$ cat src/rtl/pcm_strobe_port_pkg.sv
package pcm_strobe_port_pkg;

  // Strobes from a lane controller to its datapath, one cycle each.
  typedef struct packed {
    logic load;      // strobe just rose: load tx word, clear rx shifter
    logic shiftIn;   // falling bit-clock edge inside the window
    logic shiftOut;  // rising bit-clock edge after the first capture
    logic done8;     // window closed after exactly a half word
    logic done16;    // window closed after exactly a full word
  } laneStrobe_t;

endpackage

$ cat src/rtl/pcm_in_sync.sv
module pcm_in_sync #(
  parameter int WIDTH  = 5,
  parameter int STAGES = 2
) (
  input  logic             clk,
  input  logic             rstN,
  input  logic [WIDTH-1:0] asyncIn,
  output logic [WIDTH-1:0] syncOut
);

  logic [WIDTH-1:0] stage [STAGES];

  genvar s;
  generate
    for (s = 0; s < STAGES; s++) begin : g_stage
      always_ff @(posedge clk) begin
        if (!rstN) stage[s] <= '0;
        else if (s == 0) stage[s] <= asyncIn;
        else stage[s] <= stage[(s == 0) ? 0 : s - 1];
      end
    end
  endgenerate

  assign syncOut = stage[STAGES-1];

endmodule

$ cat src/rtl/pcm_lane_ctrl.sv
module pcm_lane_ctrl
  import pcm_strobe_port_pkg::*;
#(
  parameter int WORD_W = 16
) (
  input  logic        clk,
  input  logic        rstN,
  input  logic        enSync,
  input  logic        bitRise,
  input  logic        bitFall,
  output laneStrobe_t strb,
  output logic        errPulse
);

  localparam int HALF_W = WORD_W / 2;
  localparam int CNT_W  = $clog2(WORD_W + 1) + 1;
  localparam logic [CNT_W-1:0] CNT_MAX = '1;

  logic             enPrev;
  logic             enRise;
  logic             enFall;
  logic [CNT_W-1:0] bitCount;
  logic             isHalf;
  logic             isFull;

  assign enRise = enSync & ~enPrev;
  assign enFall = ~enSync & enPrev;
  assign isHalf = (bitCount == CNT_W'(HALF_W));
  assign isFull = (bitCount == CNT_W'(WORD_W));

  always_comb begin
    strb.load     = enRise;
    strb.shiftIn  = enSync & ~enRise & bitFall;
    strb.shiftOut = enSync & ~enRise & bitRise & (bitCount != '0);
    strb.done8    = enFall & isHalf;
    strb.done16   = enFall & isFull;
  end

  always_ff @(posedge clk) begin
    if (!rstN) begin
      enPrev   <= 1'b0;
      bitCount <= '0;
      errPulse <= 1'b0;
    end else begin
      enPrev   <= enSync;
      errPulse <= enFall & ~isHalf & ~isFull;
      if (enRise) bitCount <= '0;
      else if (strb.shiftIn && bitCount != CNT_MAX) bitCount <= bitCount + 1'b1;
    end
  end

endmodule

$ cat src/rtl/pcm_lane_data.sv
module pcm_lane_data
  import pcm_strobe_port_pkg::*;
#(
  parameter int WORD_W = 16
) (
  input  logic              clk,
  input  logic              rstN,
  input  laneStrobe_t       strb,
  input  logic              serIn,
  input  logic [WORD_W-1:0] txWord,
  output logic              serOut,
  output logic [WORD_W-1:0] rxWord,
  output logic              rxValid,
  output logic              rxWide
);

  localparam int HALF_W = WORD_W / 2;

  logic [WORD_W-1:0] txShift;
  logic [WORD_W-1:0] rxShift;

  assign serOut = txShift[WORD_W-1];

  always_ff @(posedge clk) begin
    if (!rstN) begin
      txShift <= '0;
      rxShift <= '0;
      rxWord  <= '0;
      rxValid <= 1'b0;
      rxWide  <= 1'b0;
    end else begin
      rxValid <= strb.done8 | strb.done16;
      if (strb.load) begin
        txShift <= txWord;
        rxShift <= '0;
      end else begin
        if (strb.shiftOut) txShift <= {txShift[WORD_W-2:0], 1'b0};
        if (strb.shiftIn)  rxShift <= {rxShift[WORD_W-2:0], serIn};
      end
      if (strb.done16) begin
        rxWord <= rxShift;
        rxWide <= 1'b1;
      end else if (strb.done8) begin
        rxWord <= {{(WORD_W-HALF_W){1'b0}}, rxShift[HALF_W-1:0]};
        rxWide <= 1'b0;
      end
    end
  end

endmodule

$ cat src/rtl/pcm_strobe_port.sv
module pcm_strobe_port
  import pcm_strobe_port_pkg::*;
#(
  parameter int WORD_W      = 16,
  parameter int SYNC_STAGES = 2
) (
  input  logic              clk,
  input  logic              rstN,
  input  logic              bitClk,
  input  logic              enA,
  input  logic              enB,
  input  logic              rxSerA,
  input  logic              rxSerB,
  input  logic [WORD_W-1:0] txWordA,
  input  logic [WORD_W-1:0] txWordB,
  output logic              txSerA,
  output logic              txSerB,
  output logic              txOeA,
  output logic              txOeB,
  output logic [WORD_W-1:0] rxWordA,
  output logic [WORD_W-1:0] rxWordB,
  output logic              rxValidA,
  output logic              rxValidB,
  output logic              rxWideA,
  output logic              rxWideB,
  output logic              rxErrA,
  output logic              rxErrB
);

  localparam int LANES  = 2;
  localparam int SYNC_W = 1 + 2 * LANES;

  logic [SYNC_W-1:0] syncVec;
  logic              bitClkS;
  logic              bitClkPrev;
  logic              bitRise;
  logic              bitFall;
  logic [LANES-1:0]  enS;
  logic [LANES-1:0]  serS;

  logic [WORD_W-1:0] txWordL [LANES];
  logic [WORD_W-1:0] rxWordL [LANES];
  logic [LANES-1:0]  serOutL;
  logic [LANES-1:0]  validL;
  logic [LANES-1:0]  wideL;
  logic [LANES-1:0]  errL;

  pcm_in_sync #(.WIDTH(SYNC_W), .STAGES(SYNC_STAGES)) u_sync (
    .clk    (clk),
    .rstN   (rstN),
    .asyncIn({bitClk, enB, enA, rxSerB, rxSerA}),
    .syncOut(syncVec)
  );

  assign bitClkS = syncVec[SYNC_W-1];
  assign enS     = syncVec[2*LANES-1:LANES];
  assign serS    = syncVec[LANES-1:0];

  always_ff @(posedge clk) begin
    if (!rstN) bitClkPrev <= 1'b0;
    else       bitClkPrev <= bitClkS;
  end

  assign bitRise = bitClkS & ~bitClkPrev;
  assign bitFall = ~bitClkS & bitClkPrev;

  assign txWordL[0] = txWordA;
  assign txWordL[1] = txWordB;

  genvar g;
  generate
    for (g = 0; g < LANES; g++) begin : g_lane
      laneStrobe_t strb;

      pcm_lane_ctrl #(.WORD_W(WORD_W)) u_ctrl (
        .clk     (clk),
        .rstN    (rstN),
        .enSync  (enS[g]),
        .bitRise (bitRise),
        .bitFall (bitFall),
        .strb    (strb),
        .errPulse(errL[g])
      );

      pcm_lane_data #(.WORD_W(WORD_W)) u_data (
        .clk    (clk),
        .rstN   (rstN),
        .strb   (strb),
        .serIn  (serS[g]),
        .txWord (txWordL[g]),
        .serOut (serOutL[g]),
        .rxWord (rxWordL[g]),
        .rxValid(validL[g]),
        .rxWide (wideL[g])
      );
    end
  endgenerate

  assign txOeA    = enS[0];
  assign txOeB    = enS[1];
  assign txSerA   = enS[0] & serOutL[0];
  assign txSerB   = enS[1] & serOutL[1];
  assign rxWordA  = rxWordL[0];
  assign rxWordB  = rxWordL[1];
  assign rxValidA = validL[0];
  assign rxValidB = validL[1];
  assign rxWideA  = wideL[0];
  assign rxWideB  = wideL[1];
  assign rxErrA   = errL[0];
  assign rxErrB   = errL[1];

endmodule

$ cat config.mk
export PLATFORM = sky130hd
export DESIGN_NAME = pcm_strobe_port
export DESIGN_NICKNAME = d
export VERILOG_FILES = /design/src/rtl/pcm_strobe_port_pkg.sv /design/src/rtl/pcm_in_sync.sv /design/src/rtl/pcm_lane_ctrl.sv /design/src/rtl/pcm_lane_data.sv /design/src/rtl/pcm_strobe_port.sv
export SDC_FILE = /design/constraint.sdc
export NUM_CORES = 1
export LEC_CHECK = 0
export ABC_AREA = 0
export BUFFER_PORTS_ARGS = -buffer_cell sky130_fd_sc_hd__buf_2
export CAP_MARGIN = 20
export CORE_MARGIN = 2
export CORE_UTILIZATION = 45
export CTS_CLUSTER_DIAMETER = 50
export DETAILED_ROUTE_END_ITERATION = 7
export PLACE_DENSITY_LB_ADDON = 0.12
export REMOVE_ABC_BUFFERS = 1
export SKIP_CTS_REPAIR_TIMING = 1
export SYNTH_ARGS = -nofsm -noshare
export SYNTH_HDL_FRONTEND = slang
export SYNTH_HIERARCHICAL = 1
export SYNTH_SLANG_ARGS = --single-unit
$ cat constraint.sdc
create_clock -name clk -period 3.5 [get_ports clk]
set_input_delay 0.175 -clock clk [delete_from_list [all_inputs] [get_ports clk]]
set_output_delay 0.175 -clock clk [all_outputs]
set_load 0.005 [all_outputs]
==> reports/metrics.cfg <==
[synth]
ys_seq_area_share_pct = 47.6
synthCells = 540
dominantRegCellSynth = dfxtp_1
synth_compound_area_share_pct = 12.7
synth_top_area_share_pct = 47.6
ys_types = 33
synth_common_cells = 127 x dfxtp_1, 68 x mux2i_1, 40 x a21oi_1
syn_avg_cell_area_sq_um = 9.90
yosys.area.top_type = dfxtp_1
synthSimpleGateAreaFrac_pct = 20.5
ys.warnings.count = 6
synth_seq_cells = 127
synthMuxAreaShare_pct = 12.7
synthXorXnorAreaFrac_pct = 0.328
synth_top_family_by_area = simple AND/OR/NAND/NOR gates
async_flop_share_pct = 0
synth_area_leaders = dfxtp_1 48%, mux2i_1 13%, a211oi_1 4.2%
synth_edf_count = 0
synth_most_common_cell = dfxtp_1
synth_adder_area_share_pct = 0.936
synthesis.area_sq_um = 5350

[sta]
slew_headroom_pct = 31.1
final.setup.tns_ns = 0
setup_violations = 0
clock_skew_ns = 0.00729
max_freq_mhz = 479
fin_crit_sh_pct = 59.7
worstMarginPinSlew_ns = 1.03
slew_violations = 0
min_period_ns = 2.09
rsz0062_at_grt = false
hold_ws_ns = 0.0184
setup_ws_ns = 1.41
hold_violations = 0

[clock_network]
htree_num_levels = 4
clock_path_buffers = 2
cts_buffers = 17
cts_root_buf = clkbuf_16
cts.sinks = 127
clkTransAtPathRegs_ns = 0.05
clk_latency_ns = 0.41
cts_tree = built

[worst_setup_path]
critPathLaunchType = flop
crit_path_end_kind = flop
critPathKind = flop to flop
cp.required_ns = 3.82
cp_max_fo = 21
arrival_ns = 2.41

[die]
coreArea_sq_um = 11500
die_h_um = 113
die_w_um = 113
io-pin-count = 81
core.rowCount = 39
die_area_sq_um = 12800
start_util_pct = 46.4

[place]
dp_hpwl_mm = 6.92
pre_cts_ws_ns = 1.44
numPortBuffers = 80
dp.cells = 727
gp_congestion = 0.742

[global_routing]
grt_usage_pct = 17.7
antenna_found_initial = 0
grt_pass1_vias = 3875
grt_pass1_wl_mm = 18.1
grt_overflow_total = 0
grt_max_degree = 36

[status]
violations = DRC
status = finished with violations

[route]
wl_mm = 10.7
ant_nets = 0
first_pass_iters = 6
drc = 2
routed_via_density = 5.21
vias = 3956
routedWlPerCell_um = 14.1
drt-initial-drc-count = 177

[power]
p_per_area_nw_per_um2 = 482
irDropWorstVdd_uv = 239
p_leak_nw = 2.31

[run]
maxCapViolations = 0

[finish]
layout-drive-gt1-share_pct = 22.0
finalNonFillerCells = 760
post-route-util_pct = 54.9
finalNetCount = 652
area_delta_synth_final_pct = 18.2
num_antenna_cells = 0

[worst_hold_path]
min_path_type = primary input to flop

[critical path, stage by stage (launching register included)]
cell and delay, ns:
dfxtp_1 0.32, nor2b_1 0.23, nand3_2 0.15, inv_1 0.70, a41oi_1 0.28, a311oi_2 0.31
[cell families after synthesis]
| kind of cell | Yosys count |
|---|---|
| buffers and inverters | 54 |
| muxes | 68 |
| DFF | 127 |
| and+or+nand+nor | 183 |
| AOI/OAI and AO/OA | 102 |
| xor gates and xnor gates | 2 |
| adders and majority gates | 4 |
[per-layer routing]
metal	GRT usage, %	up-vias	routed length (um)
met5	0	-	0
met4	7.48	0	176
met3	6.37	18	465
met2	26.7	63	4730
met1	22.9	1840	5340
li1	-	2035	-
[cell usage in the layout, fill, tap and decap left out, types with 10 or more instances in the layout]
cell type and n:
dfxtp_1 127, buf_2 80, mux2i_1 68, nor2_1 38, a21oi_1 38, nor2b_1 36, a211oi_1 30, nand2_1 26
or3b_1 24, clkbuf_16 17, o21ai_0 16, and2_1 15, nand3_1 14, inv_1 12, or3b_2 10
[final cells by class]
| class | instances | area (sq um) |
|---|---|---|
| clock buffers | 24 | 462 |
| clock inverters | 3 | 15.0 |
| fillers | 1066 | 5200 |
| inverters | 12 | 45.0 |
| multi-input cells | 359 | 2550 |
| flip-flops and latches | 127 | 2540 |
| well taps | 143 | 179 |
| repair buffers | 92 | 523 |
[final timing paths]
check,slack (ns),cells past startpoint,start,to
min,0.02,3,txWordA[0],g_lane[0].u_data/txShift[0]
max reg2reg,1.41,5,bitClkPrev,g_lane[1].u_ctrl/bitCount[5]
max,1.41,5,bitClkPrev,g_lane[1].u_ctrl/bitCount[5]
min reg2reg,0.42,1,u_sync/stage[0][3],u_sync/stage[1][3]
[registers in the layout, summed over array words and instances (netlist names)]
name / cells
g_lane.u_data/rxValid: 2
g_lane.u_data/rxShift: 32
g_lane.u_ctrl/errPulse: 2
u_sync/stage: 10
g_lane.u_ctrl/enPrev: 2
g_lane.u_data/rxWide: 2
g_lane.u_data/txShift: 32
g_lane.u_data/rxWord: 32
bitClkPrev: 1
g_lane.u_ctrl/bitCount: 12
[stage by stage]
step | total power, mW | area, sq um
2_1_floorplan | 1.57 | 5110
5_1_grt | 3.17 | 6320
3_5_place_dp | 1.62 | 5770
6_report | 3.04 | 6320
3_3_place_gp | 1.61 | 5770
4_1_cts | 3.08 | 6240
[report_power, final]
group          switching (mW)  internal (mW)
clock                   0.553          0.895
combinational          0.0590         0.0497
sequential             0.0138           1.47
total                   0.626           2.42
No activity file was read; power rests on OpenSTA's default activity.
